==> config.mk <==
export PLATFORM = sky130hd
export DESIGN_NAME = acc24_core
export DESIGN_NICKNAME = d
export VERILOG_FILES = /design/src/rtl/acc24_pkg.sv /design/src/rtl/acc24_agen.sv /design/src/rtl/acc24_alu.sv /design/src/rtl/acc24_core.sv
export SDC_FILE = /design/constraint.sdc
export NUM_CORES = 2
export LEC_CHECK = 0
export BUFFER_PORTS_ARGS = -buffer_cell sky130_fd_sc_hd__buf_2
export CAP_MARGIN = 10
export CORE_MARGIN = 2
export CORE_UTILIZATION = 60
export CTS_CLUSTER_SIZE = 8
export DETAILED_ROUTE_END_ITERATION = 6
export PLACE_DENSITY = 0.77
export SYNTH_ARGS = -nofsm -noshare
export SYNTH_HDL_FRONTEND = slang
export SYNTH_SLANG_ARGS = --single-unit
==> constraint.sdc <==
create_clock -name clk -period 66.3 [get_ports clk]
set_clock_uncertainty 0.05 [all_clocks]
set_input_delay 6.63 -clock clk [delete_from_list [all_inputs] [get_ports clk]]
set_output_delay 6.63 -clock clk [all_outputs]
set_load 0.01 [all_outputs]
==> src/rtl/acc24_pkg.sv <==
package acc24_pkg;

    localparam int WORD_W = 24;
    localparam int BYTE_W = 8;
    localparam int ADDR_W = 15;
    localparam int OP_W   = 8;
    localparam int FETCH_BYTES = WORD_W / BYTE_W;

    typedef enum logic [OP_W-1:0] {
        OP_LDA  = 8'h00, OP_LDX  = 8'h04, OP_LDL  = 8'h08,
        OP_STA  = 8'h0C, OP_STX  = 8'h10, OP_STL  = 8'h14,
        OP_ADD  = 8'h18, OP_SUB  = 8'h1C, OP_MUL  = 8'h20,
        OP_DIV  = 8'h24, OP_COMP = 8'h28, OP_TIX  = 8'h2C,
        OP_JEQ  = 8'h30, OP_JGT  = 8'h34, OP_JLT  = 8'h38,
        OP_J    = 8'h3C, OP_JSUB = 8'h48, OP_RSUB = 8'h4C,
        OP_LDCH = 8'h50, OP_STCH = 8'h54, OP_RD   = 8'hD8,
        OP_WD   = 8'hDC, OP_TD   = 8'hE0
    } op_e;

    typedef enum logic [1:0] {CC_LT = 2'd0, CC_EQ = 2'd1, CC_GT = 2'd2} cc_e;

    typedef enum logic [1:0] {ALU_ADD, ALU_SUB, ALU_MUL, ALU_DIV} alu_op_e;

    typedef enum logic [2:0] {
        S_FETCH, S_DECODE, S_LOAD, S_EXEC, S_STORE, S_HALT
    } state_e;

    typedef struct packed {
        state_e              state;
        logic [1:0]          cnt;
        logic [1:0]          len;
        logic [ADDR_W-1:0]   pc;
        logic [WORD_W-1:0]   a;
        logic [WORD_W-1:0]   x;
        logic [WORD_W-1:0]   l;
        cc_e                 cc;
        logic [WORD_W-1:0]   ir;
        logic [ADDR_W-1:0]   ta;
        logic [WORD_W-1:0]   opnd;
    } core_s;

    function automatic logic [WORD_W-1:0] put_byte(input logic [WORD_W-1:0] w,
                                                   input logic [1:0] idx,
                                                   input logic [BYTE_W-1:0] b);
        logic [WORD_W-1:0] r;
        r = w;
        case (idx)
            2'd0:    r[7:0]   = b;
            2'd1:    r[15:8]  = b;
            default: r[23:16] = b;
        endcase
        return r;
    endfunction

    function automatic logic [BYTE_W-1:0] get_byte(input logic [WORD_W-1:0] w,
                                                   input logic [1:0] idx);
        case (idx)
            2'd0:    return w[7:0];
            2'd1:    return w[15:8];
            default: return w[23:16];
        endcase
    endfunction

endpackage

==> src/rtl/acc24_agen.sv <==
module acc24_agen
    import acc24_pkg::*;
#(
    parameter int AW = ADDR_W
) (
    input  logic [AW-1:0] field,
    input  logic          idx_en,
    input  logic [AW-1:0] xreg,
    output logic [AW-1:0] ta
);
    logic [AW-1:0] offs;

    always_comb begin
        offs = idx_en ? xreg : '0;
        ta   = field + offs;
    end
endmodule

==> src/rtl/acc24_alu.sv <==
module acc24_alu
    import acc24_pkg::*;
#(
    parameter int W = WORD_W
) (
    input  alu_op_e        op,
    input  logic [W-1:0]   lhs,
    input  logic [W-1:0]   rhs,
    output logic [W-1:0]   res,
    output logic           div_zero,
    output cc_e            rel
);
    logic [W-1:0] divisor;
    logic [W-1:0] quot;

    always_comb begin
        div_zero = (rhs == '0);
        divisor  = div_zero ? W'(1) : rhs;
        quot     = W'($signed(lhs) / $signed(divisor));
        case (op)
            ALU_ADD: res = lhs + rhs;
            ALU_SUB: res = lhs - rhs;
            ALU_MUL: res = lhs * rhs;
            default: res = div_zero ? lhs : quot;
        endcase
        if ($signed(lhs) < $signed(rhs))
            rel = CC_LT;
        else if (lhs == rhs)
            rel = CC_EQ;
        else
            rel = CC_GT;
    end
endmodule

==> src/rtl/acc24_core.sv <==
module acc24_core
    import acc24_pkg::*;
#(
    parameter logic [ADDR_W-1:0] RESET_PC = '0
) (
    input  logic              clk,
    input  logic              rst,
    output logic [ADDR_W-1:0] mem_addr,
    output logic              mem_rd,
    output logic              mem_we,
    output logic [BYTE_W-1:0] mem_wdata,
    input  logic [BYTE_W-1:0] mem_rdata,
    output logic [BYTE_W-1:0] dev_num,
    input  logic              dev_ready,
    input  logic [BYTE_W-1:0] dev_rdata,
    output logic [BYTE_W-1:0] dev_wdata,
    output logic              dev_rd,
    output logic              dev_wr,
    output logic              halt
);
    localparam logic [1:0] FETCH_LEN = 2'(FETCH_BYTES);
    localparam logic [1:0] WORD_LEN  = 2'(FETCH_BYTES);
    localparam logic [1:0] BYTE_LEN  = 2'd1;

    core_s core_q, core_d;

    logic [OP_W-1:0]   opc;
    logic [ADDR_W-1:0] ta_w;
    logic [WORD_W-1:0] alu_lhs, alu_res, x_inc;
    logic              alu_dz;
    cc_e               alu_rel;
    alu_op_e           alu_op;

    assign opc   = core_q.ir[WORD_W-1 -: OP_W];
    assign x_inc = core_q.x + WORD_W'(1);

    acc24_agen #(.AW(ADDR_W)) u_agen (
        .field  (core_q.ir[ADDR_W-1:0]),
        .idx_en (core_q.ir[ADDR_W]),
        .xreg   (core_q.x[ADDR_W-1:0]),
        .ta     (ta_w)
    );

    always_comb begin
        case (opc)
            OP_SUB:  alu_op = ALU_SUB;
            OP_MUL:  alu_op = ALU_MUL;
            OP_DIV:  alu_op = ALU_DIV;
            default: alu_op = ALU_ADD;
        endcase
        alu_lhs = (opc == OP_TIX) ? x_inc : core_q.a;
    end

    acc24_alu #(.W(WORD_W)) u_alu (
        .op       (alu_op),
        .lhs      (alu_lhs),
        .rhs      (core_q.opnd),
        .res      (alu_res),
        .div_zero (alu_dz),
        .rel      (alu_rel)
    );

    assign dev_num   = core_q.opnd[BYTE_W-1:0];
    assign dev_wdata = core_q.a[BYTE_W-1:0];
    assign halt      = (core_q.state == S_HALT);

    always_comb begin
        core_d    = core_q;
        mem_addr  = core_q.pc;
        mem_rd    = 1'b0;
        mem_we    = 1'b0;
        mem_wdata = '0;
        dev_rd    = 1'b0;
        dev_wr    = 1'b0;

        case (core_q.state)
            S_FETCH: begin
                mem_addr = core_q.pc + ADDR_W'(core_q.cnt);
                mem_rd   = (core_q.cnt < FETCH_LEN);
                if (core_q.cnt != 2'd0)
                    core_d.ir = put_byte(core_q.ir, core_q.cnt - 2'd1, mem_rdata);
                if (core_q.cnt == FETCH_LEN) begin
                    core_d.cnt   = 2'd0;
                    core_d.pc    = core_q.pc + ADDR_W'(FETCH_BYTES);
                    core_d.state = S_DECODE;
                end else begin
                    core_d.cnt = core_q.cnt + 2'd1;
                end
            end

            S_DECODE: begin
                core_d.ta    = ta_w;
                core_d.cnt   = 2'd0;
                core_d.opnd  = '0;
                core_d.state = S_FETCH;
                case (opc)
                    OP_J:    core_d.pc = ta_w;
                    OP_JEQ:  if (core_q.cc == CC_EQ) core_d.pc = ta_w;
                    OP_JGT:  if (core_q.cc == CC_GT) core_d.pc = ta_w;
                    OP_JLT:  if (core_q.cc == CC_LT) core_d.pc = ta_w;
                    OP_JSUB: begin
                        core_d.l  = {{(WORD_W-ADDR_W){1'b0}}, core_q.pc};
                        core_d.pc = ta_w;
                    end
                    OP_RSUB: core_d.pc = core_q.l[ADDR_W-1:0];
                    OP_STA: begin
                        core_d.opnd = core_q.a; core_d.len = WORD_LEN; core_d.state = S_STORE;
                    end
                    OP_STX: begin
                        core_d.opnd = core_q.x; core_d.len = WORD_LEN; core_d.state = S_STORE;
                    end
                    OP_STL: begin
                        core_d.opnd = core_q.l; core_d.len = WORD_LEN; core_d.state = S_STORE;
                    end
                    OP_STCH: begin
                        core_d.opnd = core_q.a; core_d.len = BYTE_LEN; core_d.state = S_STORE;
                    end
                    OP_LDA, OP_LDX, OP_LDL, OP_ADD, OP_SUB, OP_MUL, OP_DIV,
                    OP_COMP, OP_TIX: begin
                        core_d.len = WORD_LEN; core_d.state = S_LOAD;
                    end
                    OP_LDCH, OP_RD, OP_WD, OP_TD: begin
                        core_d.len = BYTE_LEN; core_d.state = S_LOAD;
                    end
                    default: core_d.state = S_HALT;
                endcase
            end

            S_LOAD: begin
                mem_addr = core_q.ta + ADDR_W'(core_q.cnt);
                mem_rd   = (core_q.cnt < core_q.len);
                if (core_q.cnt != 2'd0)
                    core_d.opnd = put_byte(core_q.opnd, core_q.cnt - 2'd1, mem_rdata);
                if (core_q.cnt == core_q.len) begin
                    core_d.cnt   = 2'd0;
                    core_d.state = S_EXEC;
                end else begin
                    core_d.cnt = core_q.cnt + 2'd1;
                end
            end

            S_EXEC: begin
                core_d.state = S_FETCH;
                case (opc)
                    OP_LDA:  core_d.a = core_q.opnd;
                    OP_LDX:  core_d.x = core_q.opnd;
                    OP_LDL:  core_d.l = core_q.opnd;
                    OP_ADD, OP_SUB, OP_MUL: core_d.a = alu_res;
                    OP_DIV: begin
                        if (alu_dz) core_d.state = S_HALT;
                        else        core_d.a = alu_res;
                    end
                    OP_COMP: core_d.cc = alu_rel;
                    OP_TIX: begin
                        core_d.x  = x_inc;
                        core_d.cc = alu_rel;
                    end
                    OP_LDCH: core_d.a[BYTE_W-1:0] = core_q.opnd[BYTE_W-1:0];
                    OP_TD:   core_d.cc = dev_ready ? CC_LT : CC_EQ;
                    OP_RD: begin
                        dev_rd = 1'b1;
                        core_d.a[BYTE_W-1:0] = dev_rdata;
                    end
                    OP_WD:   dev_wr = 1'b1;
                    default: core_d.state = S_HALT;
                endcase
            end

            S_STORE: begin
                mem_addr  = core_q.ta + ADDR_W'(core_q.cnt);
                mem_we    = 1'b1;
                mem_wdata = get_byte(core_q.opnd, core_q.cnt);
                if (core_q.cnt == core_q.len - 2'd1) begin
                    core_d.cnt   = 2'd0;
                    core_d.state = S_FETCH;
                end else begin
                    core_d.cnt = core_q.cnt + 2'd1;
                end
            end

            default: core_d.state = S_HALT;
        endcase
    end

    always_ff @(posedge clk) begin
        if (rst) begin
            core_q       <= '0;
            core_q.state <= S_FETCH;
            core_q.pc    <= RESET_PC;
            core_q.cc    <= CC_EQ;
        end else begin
            core_q <= core_d;
        end
    end

    // a stopped core stays stopped
    p_halt_sticky_r12: assert property (@(posedge clk) disable iff (rst)
        halt |=> halt);

    // no traffic on either port once stopped
    p_halt_quiet_r12: assert property (@(posedge clk) disable iff (rst)
        halt |-> !(mem_rd || mem_we || dev_rd || dev_wr));

    // one memory direction per cycle
    p_mem_excl_r12: assert property (@(posedge clk) disable iff (rst)
        !(mem_rd && mem_we));

    // device strobes never overlap
    p_dev_excl_r11: assert property (@(posedge clk) disable iff (rst)
        !(dev_rd && dev_wr));

    // completing a fetch moves PC past the instruction
    p_pc_step_r2: assert property (@(posedge clk) disable iff (rst)
        (core_q.state == S_FETCH && core_q.cnt == FETCH_LEN)
        |=> (core_q.pc == $past(core_q.pc) + ADDR_W'(FETCH_BYTES)));

    // a device strobe only follows a completed byte load
    p_dev_after_load_r11: assert property (@(posedge clk) disable iff (rst)
        (dev_rd || dev_wr) |-> ($past(core_q.state) == S_LOAD));
endmodule

==> run summary <==
Sequential share of the synthesized area: 7.93%
Pin count of the biggest net entering global routing: 75
Worst slew margin: 14.0%
Worst-path maximum fanout: 24
Met2 wire length: 70,600 um
GRT overflow: 0
Critical R2R Launch: core_q[16]
Worst-Skew Late Latency: 0.45 ns
DP Cell Count: 6,389
EDFF count, synth: 0
Hold Startpoint: core_q[85]
Final Setup Violations: 0
Initial Util: 60.8%
CTS Sinks: 159
Worst EP required: 66.56 ns
Initial DRT Pass Iterations: 7
Max-cap violations: 0
Die area: 69,000 um2
Path depth of the worst reg2reg path: 239
Core area: 66,000 um2
Number of global-route vias before repair: 42,182
TritonCTS buffer count: 17
Setup Crit Path Kind: register to register
Nets: 6,242
Port buffer count: 62
Filler cell count: 6,111
Total wire length: 169,000 um
Yosys cell types: 105
Outcome: finished clean
#FFs+latches synth: 159
M1 wire length: 62,400 um
Highest routed layer: met5
First-pass GRT wire length: 253,000 um
Post-synth net total: 6,357
Clock root buffer: clkbuf_16
Critical Path Start: core_q[16]
Pins Over Slew Limit: 0
WL/cell: 26.2 um
Fmax: 15.9 MHz
Most frequent CP cell: ha_1
Most frequent cell after synthesis: nand2_1
Dpl ws: 1.04 ns
FP Rows: 94
Synth top area cells: ha_1 14%, fa_1 11%, dfxtp_1 7.9%, nand2_1 6.7%, a21oi_1 5.6%
Post-synth top cells: 718 x nand2_1, 573 x nor2_1, 462 x ha_1
Post-route ant nets: 0
Met3 wire len: 21,700 um
Pin slew with the least headroom to its limit: 1.28 ns
GRT Util Overall: 47.3%
Hold_buf cts: 0
Hold Fails Final Rpt: 0
Final period util: 94.7%
Yosys Warn Count: 0
Syn_area_per_cell: 7.09 um2
Period minus WS final: 62.80 ns
DR vias: 44,240
Worst min-delay path category: register to register
Fraction of layout cells with a size suffix above 1: 7.86%
Layout area overhead: 4.92%
Finished Layout Cells: 6,423
Antenna violations before repair: 7
CP peak stage delay: 0.75 ns
Worst hold stages: 2
Htree depth: 4
Via/cell ratio: 6.89
Die Ht: 263 um
Die width: 263 um
Placed wire-length estimate: 127,000 um
Min setup slack post-route: 3.50 ns
CP Capture Type: register
Startpoint Class: register
CTS tree: yes
Mapped Area: 40,100 um2
Critical Path AT: 63.06 ns
Cell taking the most area after synthesis: ha_1
Setup Buffers After CTS: 0
Multi-input combinational cell area: 34,500 um2
Sequential cell area: 3190 um2
IO Pins: 63
Slowest-stage cell, CP: or4_1
RePlAce Congestion: 1.09
Bufs on Longest Clock Path: 2
Post-synth top area share: 14.4%
Asr flop ratio synth: 0%
Remaining DRCs: 0
Initial drt markers: 5,344
Post-Synthesis Cells: 5,659
Ys flop type: dfxtp_1
Worst-path clk slew: 0.07 ns
[kinds of logic after synthesis]
family	share of synthesized area (%)
compound gates	25.0
xor+xnor	7.31
fa+ha+maj	25.2
buf+inv	7.05
flops	7.93
mux	3.27
simple gates	24.2
[through the flow]
step           area, um2  util, %  hold slack, ns  TNS (ns)
2_1_floorplan      40100        -           0.382         0
4_1_cts            41900     63.6           0.405         0
3_3_place_gp       41400     62.7           0.388         0
5_1_grt            42100     63.8           0.432     -1.18
3_5_place_dp       41400     62.7           0.396         0
6_report           42100     63.8           0.409         0
[final timing paths]
kind                               endpoint  slack, ns
worst max-delay path            core_q[126]       3.50
worst min-delay path             core_q[85]       0.41
worst max register to register  core_q[126]       3.50
worst min register to register   core_q[85]       0.41
[flip-flops by register name (all words and copies together) (netlist names)]
register / cells
core_q: 143
dev_num: 8
dev_wdata: 8
[worst max-delay path, delay by kind of cell, from the launching register on]
kind / cells / cell delay [ns]
compound gates: 100 / 25.63
simple gates: 89 / 21.95
fa+ha+maj: 24 / 7.56
buf+inv: 17 / 3.21
mux: 8 / 2.90
flops: 1 / 0.65
xor+xnor: 1 / 0.59
[placed cells by master (no fill, tap or decap), types with 53 or more instances in the layout]
cell type | synthesis | final
nand2_1 | 718 | 716
nor2_1 | 573 | 567
ha_1 | 462 | 462
a21oi_1 | 449 | 441
inv_1 | 395 | 395
o21ai_0 | 287 | 287
fa_1 | 217 | 217
xnor2_1 | 221 | 208
nand3_1 | 158 | 157
dfxtp_1 | 159 | 157
nor3_1 | 136 | 130
buf_4 | 18 | 124
and2_1 | 119 | 118
xor2_1 | 114 | 114
a21o_1 | 103 | 103
a211oi_1 | 76 | 74
o21a_1 | 72 | 72
a31oi_1 | 75 | 72
mux2i_1 | 69 | 68
buf_2 | 17 | 62
or3_1 | 59 | 57
mux2_2 | 55 | 55
nand2b_1 | 53 | 53
[routing by layer]
| metal | vias to the layer above | GRT usage [%] |
|---|---|---|
| met1 | 20631 | 58.7 |
| met3 | 806 | 13.2 |
| met2 | 3018 | 72.2 |
| met5 | - | 0 |
| met4 | 6 | 30.2 |
| li1 | 19779 | - |
[cell type report]
class	instances	share of cell area, %
well taps	864	2.57
repair buffers	186	2.95
clock buffers	18	1.04
multi-input cells	4775	82.0
diodes	2	0.0119
inverters	405	3.61
flip-flops and latches	159	7.57
clock inverters	14	0.259
[timing repair]
action / CTS / global route
setup endpoints to repair: 0 / 24
resized for setup: 0 / 32
hold endpoints to repair: 0 / 0
Power is left out: the tool's default activity adds up to more than one toggle a clock period on the data nets, which glitch-free logic cannot reach.
